`config.mk`:
```
export PLATFORM = sky130hd
export DESIGN_NAME = cfc_frame_check
export DESIGN_NICKNAME = d
export VERILOG_FILES = /design/src/rtl/cfc_frame_check.sv
export SDC_FILE = /design/constraint.sdc
export NUM_CORES = 1
export LEC_CHECK = 0
export BUFFER_PORTS_ARGS = -buffer_cell sky130_fd_sc_hd__clkbuf_2
export CORE_MARGIN = 2
export CORE_UTILIZATION = 40
export DETAILED_ROUTE_END_ITERATION = 12
export PLACE_DENSITY = 0.91
export SETUP_SLACK_MARGIN = 0.02
export SLEW_MARGIN = 5
export SYNTH_ARGS = -nofsm -noshare
export SYNTH_HDL_FRONTEND = slang
export SYNTH_SLANG_ARGS = --single-unit
```
`constraint.sdc`:
```
create_clock -name vclk -period 3.75
set_input_delay 0.75 -clock vclk [all_inputs]
set_output_delay 0.75 -clock vclk [all_outputs]
set_load 0.05 [all_outputs]
```
`src/rtl/cfc_frame_check.sv`:
```
module cfc_frame_check #(
    parameter int ADDR_BITS = 4,
    parameter int ROWS      = 4,
    parameter int COLS      = 4,
    parameter int NUM_WORDS = 10,
    parameter int ID_LO     = 2,
    parameter int ID_HI     = 3,
    localparam int ROW_LEN   = COLS + 1,
    localparam int FRAME_LEN = ROWS * ROW_LEN + COLS + 1,
    localparam int WORD_W    = ROWS * COLS
) (
    input  logic [ADDR_BITS:0]   addr_blk,
    input  logic [FRAME_LEN-1:0] frame,
    input  logic [1:0]           lock_bits,
    output logic [ADDR_BITS-1:0] addr,
    output logic [WORD_W-1:0]    word,
    output logic                 write_ok
);
    logic [ROWS-1:0] row_ok;
    logic [COLS-1:0] col_ok;
    logic            addr_par_ok;
    logic            addr_allowed;
    logic            tail_ok;

    assign addr        = addr_blk[ADDR_BITS:1];
    assign addr_par_ok = ~(^addr_blk);
    assign tail_ok     = ~frame[0];

    genvar r, c;
    generate
        for (r = 0; r < ROWS; r++) begin : g_row
            localparam int TOP = FRAME_LEN - 1 - r * ROW_LEN;
            assign word[WORD_W-1-r*COLS -: COLS] = frame[TOP -: COLS];
            assign row_ok[r] = ~(^frame[TOP -: ROW_LEN]);
        end
        for (c = 0; c < COLS; c++) begin : g_col
            logic [ROWS-1:0] col_bits;
            for (r = 0; r < ROWS; r++) begin : g_cb
                assign col_bits[r] = word[r*COLS + c];
            end
            assign col_ok[c] = ~(^col_bits ^ frame[1 + c]);
        end
    endgenerate

    always_comb begin
        addr_allowed = (int'(addr) < NUM_WORDS) &&
                       !((int'(addr) >= ID_LO) && (int'(addr) <= ID_HI));
        write_ok = addr_par_ok && (&row_ok) && (&col_ok) && tail_ok &&
                   (lock_bits == 2'b10) && addr_allowed;
    end
endmodule

```
; ---- Yosys cells after proc, flatten, opt, wreduce, memory -nomap -nowiden
; Index checks and enable logic that the tools add are counted.
[totals]
reg_bits = 0
inputBits = 32
output_inout_bits = 21
word_cells = 37
[op_classes]
n_lt_le_gt_ge = 3
eq_ne = 1
bitwise = 14
n_reduce_logical = 19
[ops]
columns = operator, n
row1 = $reduce_xor 5->1, 5
row2 = $reduce_xor 4->1, 4
row3 = $not 1->1, 10
row4 = $reduce_and 4->1, 2
row5 = $logic_and 1x1->1, 7
row6 = $ge 4x2->1 const B, 1
row7 = $le 4x2->1 const B, 1
row8 = $lt 4x4->1 const B, 1
row9 = $xor 1x1->1, 4
row10 = $eq 2x2->1 const B, 1
row11 = $logic_not 1->1, 1

; ---- Depth between registers and ports, before layout
; Gate-level depths: netlist of run 1.
[logic_depth]
word_depth = 8
ltp_mapped = 4

; ---- Worst setup path after synthesis of run 1
; Ideal clock, no wire load.
[synth_timing]
path_kind = in2out
start = in addr_blk[1]
end = out write_ok
t_arrival_ps = 2690
required_time_ps = 3000
path_slack_ps = 310
path_stages = 4
path_cell_list = xnor3_2 > xnor2_1 > a211o_1 > a2111oi_2
[synth_via]
elab_chain_cells = 7
elab_cells_between_ends = 13
cone_classes = order compare (3) / bitwise (1) / reduce/logical (9)
[synth_rtl]
columns = item, line_no
row1 = start: declaration, 12  ; input logic [ADDR_BITS:0] addr_blk,
row2 = "parallel branches: the longest is 6 deep, another holds $ge 4x2->1", n/a
row3 = $logic_and 1x1->1 *, 49  ; (lock_bits == 2'b10) && addr_allowed;
row4 = end: declaration, 17  ; output logic write_ok
; Mark *: on every way between the ends.

; ---- Worst setup path after layout of run 1
[layout_timing]
start = in frame[21]
end = out write_ok
[layout_via]
elab_chain_cells = 8
elab_cells_between_ends = 12
cone_classes = bitwise (3) / reduce/logical (9)
[layout_rtl]
columns = item, line_no
row1 = start: declaration, 13  ; input logic [FRAME_LEN-1:0] frame,
row2 = $reduce_xor 4->1 or $reduce_xor 5->1 (tied branches), "41, 34"
row3 = $xor 1x1->1 or $not 1->1 (tied branches), "41, 34"
row4 = $not 1->1 or $reduce_and 4->1 (tied branches), "41, 48"
row5 = $reduce_and 4->1 or $logic_and 1x1->1 (tied branches), 48  ; write_ok = addr_par_ok && (&row_ok) && (&col_ok) && tail_ok &&
row6 = $logic_and 1x1->1 * (3 in series), 48
row7 = $logic_and 1x1->1 *, 49
; Mark *: on every way between the ends. The rest lies on a longest branch, timed or not.

==> flow_summary.yaml, run 1 <==
cells_and_area:
  instances_no_fill: 104
  layout-drive-gt1-share_pct: 62.9
  seq_cells: 0
  clock_buffers: 0
  fin_nets: 123
  regArea_sq_um: 0
  n_antenna_cell: 0
  syn2layout_area_growth_pct: 24.5
sta:
  setup_ws_ns: 0.652
  setup_viol: 0
  hold_viol_final: 0
  maxSlewViolCount: 0
  finalCritPeriodShare_pct: 82.6
  period_needed_ns: 3.10
  max_freq_mhz: 323
  tightestPinTransition_ns: 0.300
  slew_headroom_pct: 79.7
  grt_setup_unrepaired: "no"
  fin_tns_setup_ns: 0
die:
  core_area_sq_mm: 0.00128
  start_util_pct: 42.5
  die_w_microns: 40.9
  io_pins: 53
  row_count: 13
  die_h_microns: 40.9
  dieArea_sq_mm: 0.00168
synth:
  synthCells: 56
  ys_seq_area_share_pct: 0
  ys_top_cells_by_count: "buf_4 (20), xnor2_1 (15), xnor3_1 (5)"
  synth_area_sq_um: 546
  yosys.area.top_type: "buf_4"
  syn_nets: 88
  yosys-top-cells-area: "buf_4 (28%), xnor2_1 (24%), xnor3_1 (21%), xnor3_2 (8.7%), xor2_1 (6.4%)"
  yosysWarnings: 0
  yosysMostFrequentCell: "buf_4"
  postSynthAreaPerCell_sq_um: 9.74
  synth_top_area_share_pct: 27.5
  synth_cell_types: 15
drt:
  ant_nets: 0
  drt_iter0_drc: 1
  wl_per_cell_microns: 10.7
  vias: 470
  drt_wl_total_mm: 1.11
  viasPerCell: 4.52
  drc: 0
  drtPass1Iterations: 2
grt:
  grtUsageMet3_pct: 0
  overflow: 0
  busiest_layer: "met2"
  grtUsageMet2_pct: 25.4
  grt_pass1_vias: 381
  grt_usage_pct: 12.4
  met1_usage_pct: 14.1
  grt_max_degree: 5
  grt_pass1_wl_mm: 1.44
  antenna_found_initial: 0
power:
  leakage_nw: 0.396
  finalPower_w: 0.000140
  powerDensity_mw_per_mm2: 206
  ir_drop_mv: 0.0942
setup_path:
  cp-end-kind: "primary output"
  worstPathMaxFanout: 3
  criticalPathCategory: "input pin to primary output"
  crit_required_ns: 3.00
  cp.arrival_ns: 2.35
  start_kind: "input pin"
  critPathLaunch: "frame[21]"
place:
  place_congestion: 0.647
  placed_cells: 104
  io_buffers: 53
  place_ws_ns: 0.636
  dp_hpwl_mm: 1.07
clock_tree:
  postCtsSetupRepairBufs: 0
  cts_resized: 0
  cts_hold_buf: 0
hold_path:
  whs_path_depth: 2
  holdCritStartpoint: "addr_blk[1]"
  holdPathEnd: "addr[0]"
  hold_path.class: "input pin to primary output"
outcome:
  status: "completed"
flow_run:
  maxCapViolCount: 0
-- where the power goes --
| part | total [W] | internal (W) | switching [W] | leakage, nW |
|---|---|---|---|---|
| Sequential | 0 | 0 | 0 | 0 |
| Clock | 0 | 0 | 0 | 0 |
| Combinational | 0.000140 | 0.0000614 | 0.0000785 | 0.396 |
-- stage by stage --
step	cell area (sq um)	util, %	hold slack, ns
after floorplan	546	-	1.67
after global placement	679	52.9	1.81
after detailed placement	679	52.9	1.82
after CTS	679	52.9	1.82
after global routing	679	52.9	1.83
final	679	52.9	1.82
-- layout by cell type (no fill, tap or decap), types with 2 or more instances in the layout --
cell type	synthesis	layout
clkbuf_2	0	53
xnor3_1	5	5
xnor3_2	2	2
xnor2_1	15	15
xor2_1	4	4
-- cell type report --
type / count / area [sq um]
multi-input cells: 35 / 392
well taps: 15 / 18.8
fillers: 121 / 606
inverters: 1 / 3.75
repair buffers: 53 / 265
-- layer usage --
layer | share of wire, % | up-vias
met5 | 0 | -
met4 | 0 | 0
met3 | 10 | 0
met2 | 57 | 30
met1 | 33 | 203
li1 | - | 237
-- worst max-delay path, cell delays in order --
cell and delay, ns:
clkbuf_2 0.12, xnor3_1 0.41, xnor2_1 0.13, a211o_1 0.28, a2111oi_2 0.32, clkbuf_2 0.33
-- logic make-up after synthesis --
kind of cell / after synthesis / share of synthesized area, %
compound gates: 3 / 5.27
xor+xnor: 26 / 59.9
buf+inv: 21 / 28.2
simple gates: 6 / 6.65
-- worst max-delay path by stage --
stage,endpoint,slack (ns),cells past startpoint
global placement,write_ok,0.66,6
floorplan,write_ok,0.31,4
detailed placement,write_ok,0.64,6
finish,write_ok,0.65,6
CTS,write_ok,0.64,6
global route,write_ok,0.58,6
Note: power is estimated with default switching activity, not from simulation.
==> run 2: changes to the inputs <==
- ABC_AREA: unset -> 1
- CORE_ASPECT_RATIO: unset -> 0.7
- PLACE_DENSITY: 0.91 -> 0.79
- clock period: 3.75 -> 3 ns (I/O delays scaled with it)
==> run 2 against run 1 <==
  * Critical path depth grew 5
  * Critical path type unchanged
  * Largest cell class unchanged
  * Utilization shrank 1.9 points
  * First-iteration DRC count grew to 37 times the previous value
  * Routed wire length grew 59%
  * Clock-buffer cell count is the same
  * Flip-flop and latch count is the same
==> flow_summary.yaml, run 2 <==
sta:
  hold_viol_final: 0
  finalCritPeriodShare_pct: 79.0
  setup_viol: 0
  setup_ws_ns: 0.631
  fin_tns_setup_ns: 0
  hold_ws_ns: 1.54
  maxSlewViolCount: 0
  max_freq_mhz: 422
  tightestPinTransition_ns: 0.279
  slew_headroom_pct: 81.5
  period_needed_ns: 2.37
  grt_setup_unrepaired: "no"
drt:
  routed.top_layer: "met3"
  viasPerCell: 4.21
  wirelength_met1_microns: 953
  wl_met2_microns: 666
  drtPass1Iterations: 4
  vias: 976
  drt_iter0_drc: 37
  drc: 0
  drt_wl_total_mm: 1.76
  wl_per_cell_microns: 7.60
  ant_nets: 0
  met3_length_microns: 145
setup_path:
  cp.arrival_ns: 1.77
  start_kind: "input pin"
  worstPathMaxFanout: 6
  criticalPathCategory: "input pin to primary output"
  critPathLaunch: "frame[16]"
  crit_required_ns: 2.40
  slowest_stage: "clkbuf_2"
  worst_path_largest_cell_delay_ns: 0.28
  crit_family: "simple AND/OR/NAND/NOR gates"
  cp.buffers_inverters: 3
  cp-end-kind: "primary output"
  crit_chain: "clkbuf_2 -> nand2_1 -> inv_1 -> nor2_1 -> nand2_1 -> nand3_1 -> nand2_1 -> nor2_1 -> nand3_1 -> nor2_1 -> clkbuf_2"
synth:
  yosys-top-cells-area: "nand2_1 (39%), buf_4 (18%), inv_1 (13%), nand3_1 (9.7%), xnor2_1 (7.4%)"
  yosysMostFrequentCell: "nand2_1"
  yosysWarnings: 0
  synth_cell_types: 9
  synth_area_sq_um: 828
  postSynthAreaPerCell_sq_um: 4.68
  yosys.area.top_type: "nand2_1"
  ys_top_cells_by_count: "nand2_1 (86), inv_1 (29), buf_4 (20)"
  ys_seq_area_share_pct: 0
  synthCells: 177
  synth_top_area_share_pct: 39.0
  syn_nets: 209
power:
  leakage_nw: 0.718
  pwr-share-seq_pct: 0
  clockPowerShare_pct: 0
  pwr-share-comb_pct: 100.0
  p_switching_w: 0.000129
  p_sw_share_pct: 67.5
  ir_drop_mv: 0.106
  p_int_w: 0.0000622
  powerDensity_mw_per_mm2: 197
place:
  place_ws_ns: 0.618
  placed_cells: 232
  place_area_sq_um: 971
  place_congestion: 0.826
  dp_hpwl_mm: 1.59
  io_buffers: 53
die:
  row_count: 13
  start_util_pct: 43.5
  die_h_microns: 42.1
  io_pins: 53
  dieArea_sq_mm: 0.00246
  die_w_microns: 58.4
  core_area_sq_mm: 0.00190
cells_and_area:
  regArea_sq_um: 0
  layout-drive-gt1-share_pct: 25.2
  n_antenna_cell: 0
  mostFrequentLayoutCell: "nand2_1"
  syn2layout_area_growth_pct: 17.2
  fin_area_sq_um: 971
  layout_common_cells: "nand2_1 (86), clkbuf_2 (53), inv_1 (29)"
  fin_nets: 244
  multi_input_area_sq_um: 569
  fillers: 226
  seq_cells: 0
  clock_buffers: 0
  instances_no_fill: 232
hold_path:
  hold_path.class: "input pin to primary output"
  holdCritStartpoint: "frame[8]"
grt:
  grt_pass1_vias: 714
  grt_pass1_wl_mm: 2.83
  antenna_found_initial: 0
  grt_usage_pct: 13.7
  grt_max_degree: 7
  overflow: 0
clock_tree:
  cts_hold_buf: 0
  cts_resized: 0
  postCtsSetupRepairBufs: 0
flow_run:
  maxCapViolCount: 0
outcome:
  status: "completed"
[run 2: cell types whose count changed in the layout (fill, tap and decap cells not counted), moves of 2 or more]
cell / previous run / this run
nand3_1: 1 / 16
xnor3_1: 5 / 0
xnor3_2: 2 / 0
nor2_1: 0 / 11
nand2_1: 1 / 86
xnor2_1: 15 / 7
xor2_1: 4 / 6
inv_1: 1 / 29
[run 2: worst paths after layout]
| path | endpoint | slack [ns] | cells past startpoint |
|---|---|---|---|
| hold / removal | word[2] | 1.54 | 2 |
| setup / recovery | write_ok | 0.63 | 11 |
[run 2: per-layer routing]
layer | vias up | global-route usage, %
li1 | 577 | -
met4 | 0 | 0
met2 | 35 | 21.3
met5 | - | 0
met3 | 0 | 0.309
met1 | 364 | 21.7
[run 2: cell type report]
class	instances	share of cell area, %
repair buffers	53	27.3
inverters	29	11.2
well taps	22	2.84
multi-input cells	128	58.6
[run 2: kinds of logic after synthesis]
kind of cell / synth area share, %
AO/OA/AOI/OAI: 0.604
XOR/XNOR: 13.7
AND/OR/NAND/NOR: 54.4
buffers and inverters: 31.3
[run 2: metrics by stage]
stage	util [%]	power (W)
after floorplan	-	0.000151
after detailed placement	51.0	0.000192
after CTS	51.0	0.000192
after global placement	51.0	0.000190
final	51.0	0.000191
after global routing	51.0	0.000213
[run 2: power groups by stage]
| stage | sequential, W | combinational, W | clock (W) |
|---|---|---|---|
| finish | 0 | 0.000191 | 0 |
| global route | 0 | 0.000213 | 0 |
| CTS | 0 | 0.000192 | 0 |
| detailed placement | 0 | 0.000192 | 0 |
| global placement | 0 | 0.000190 | 0 |
| floorplan | 0 | 0.000151 | 0 |
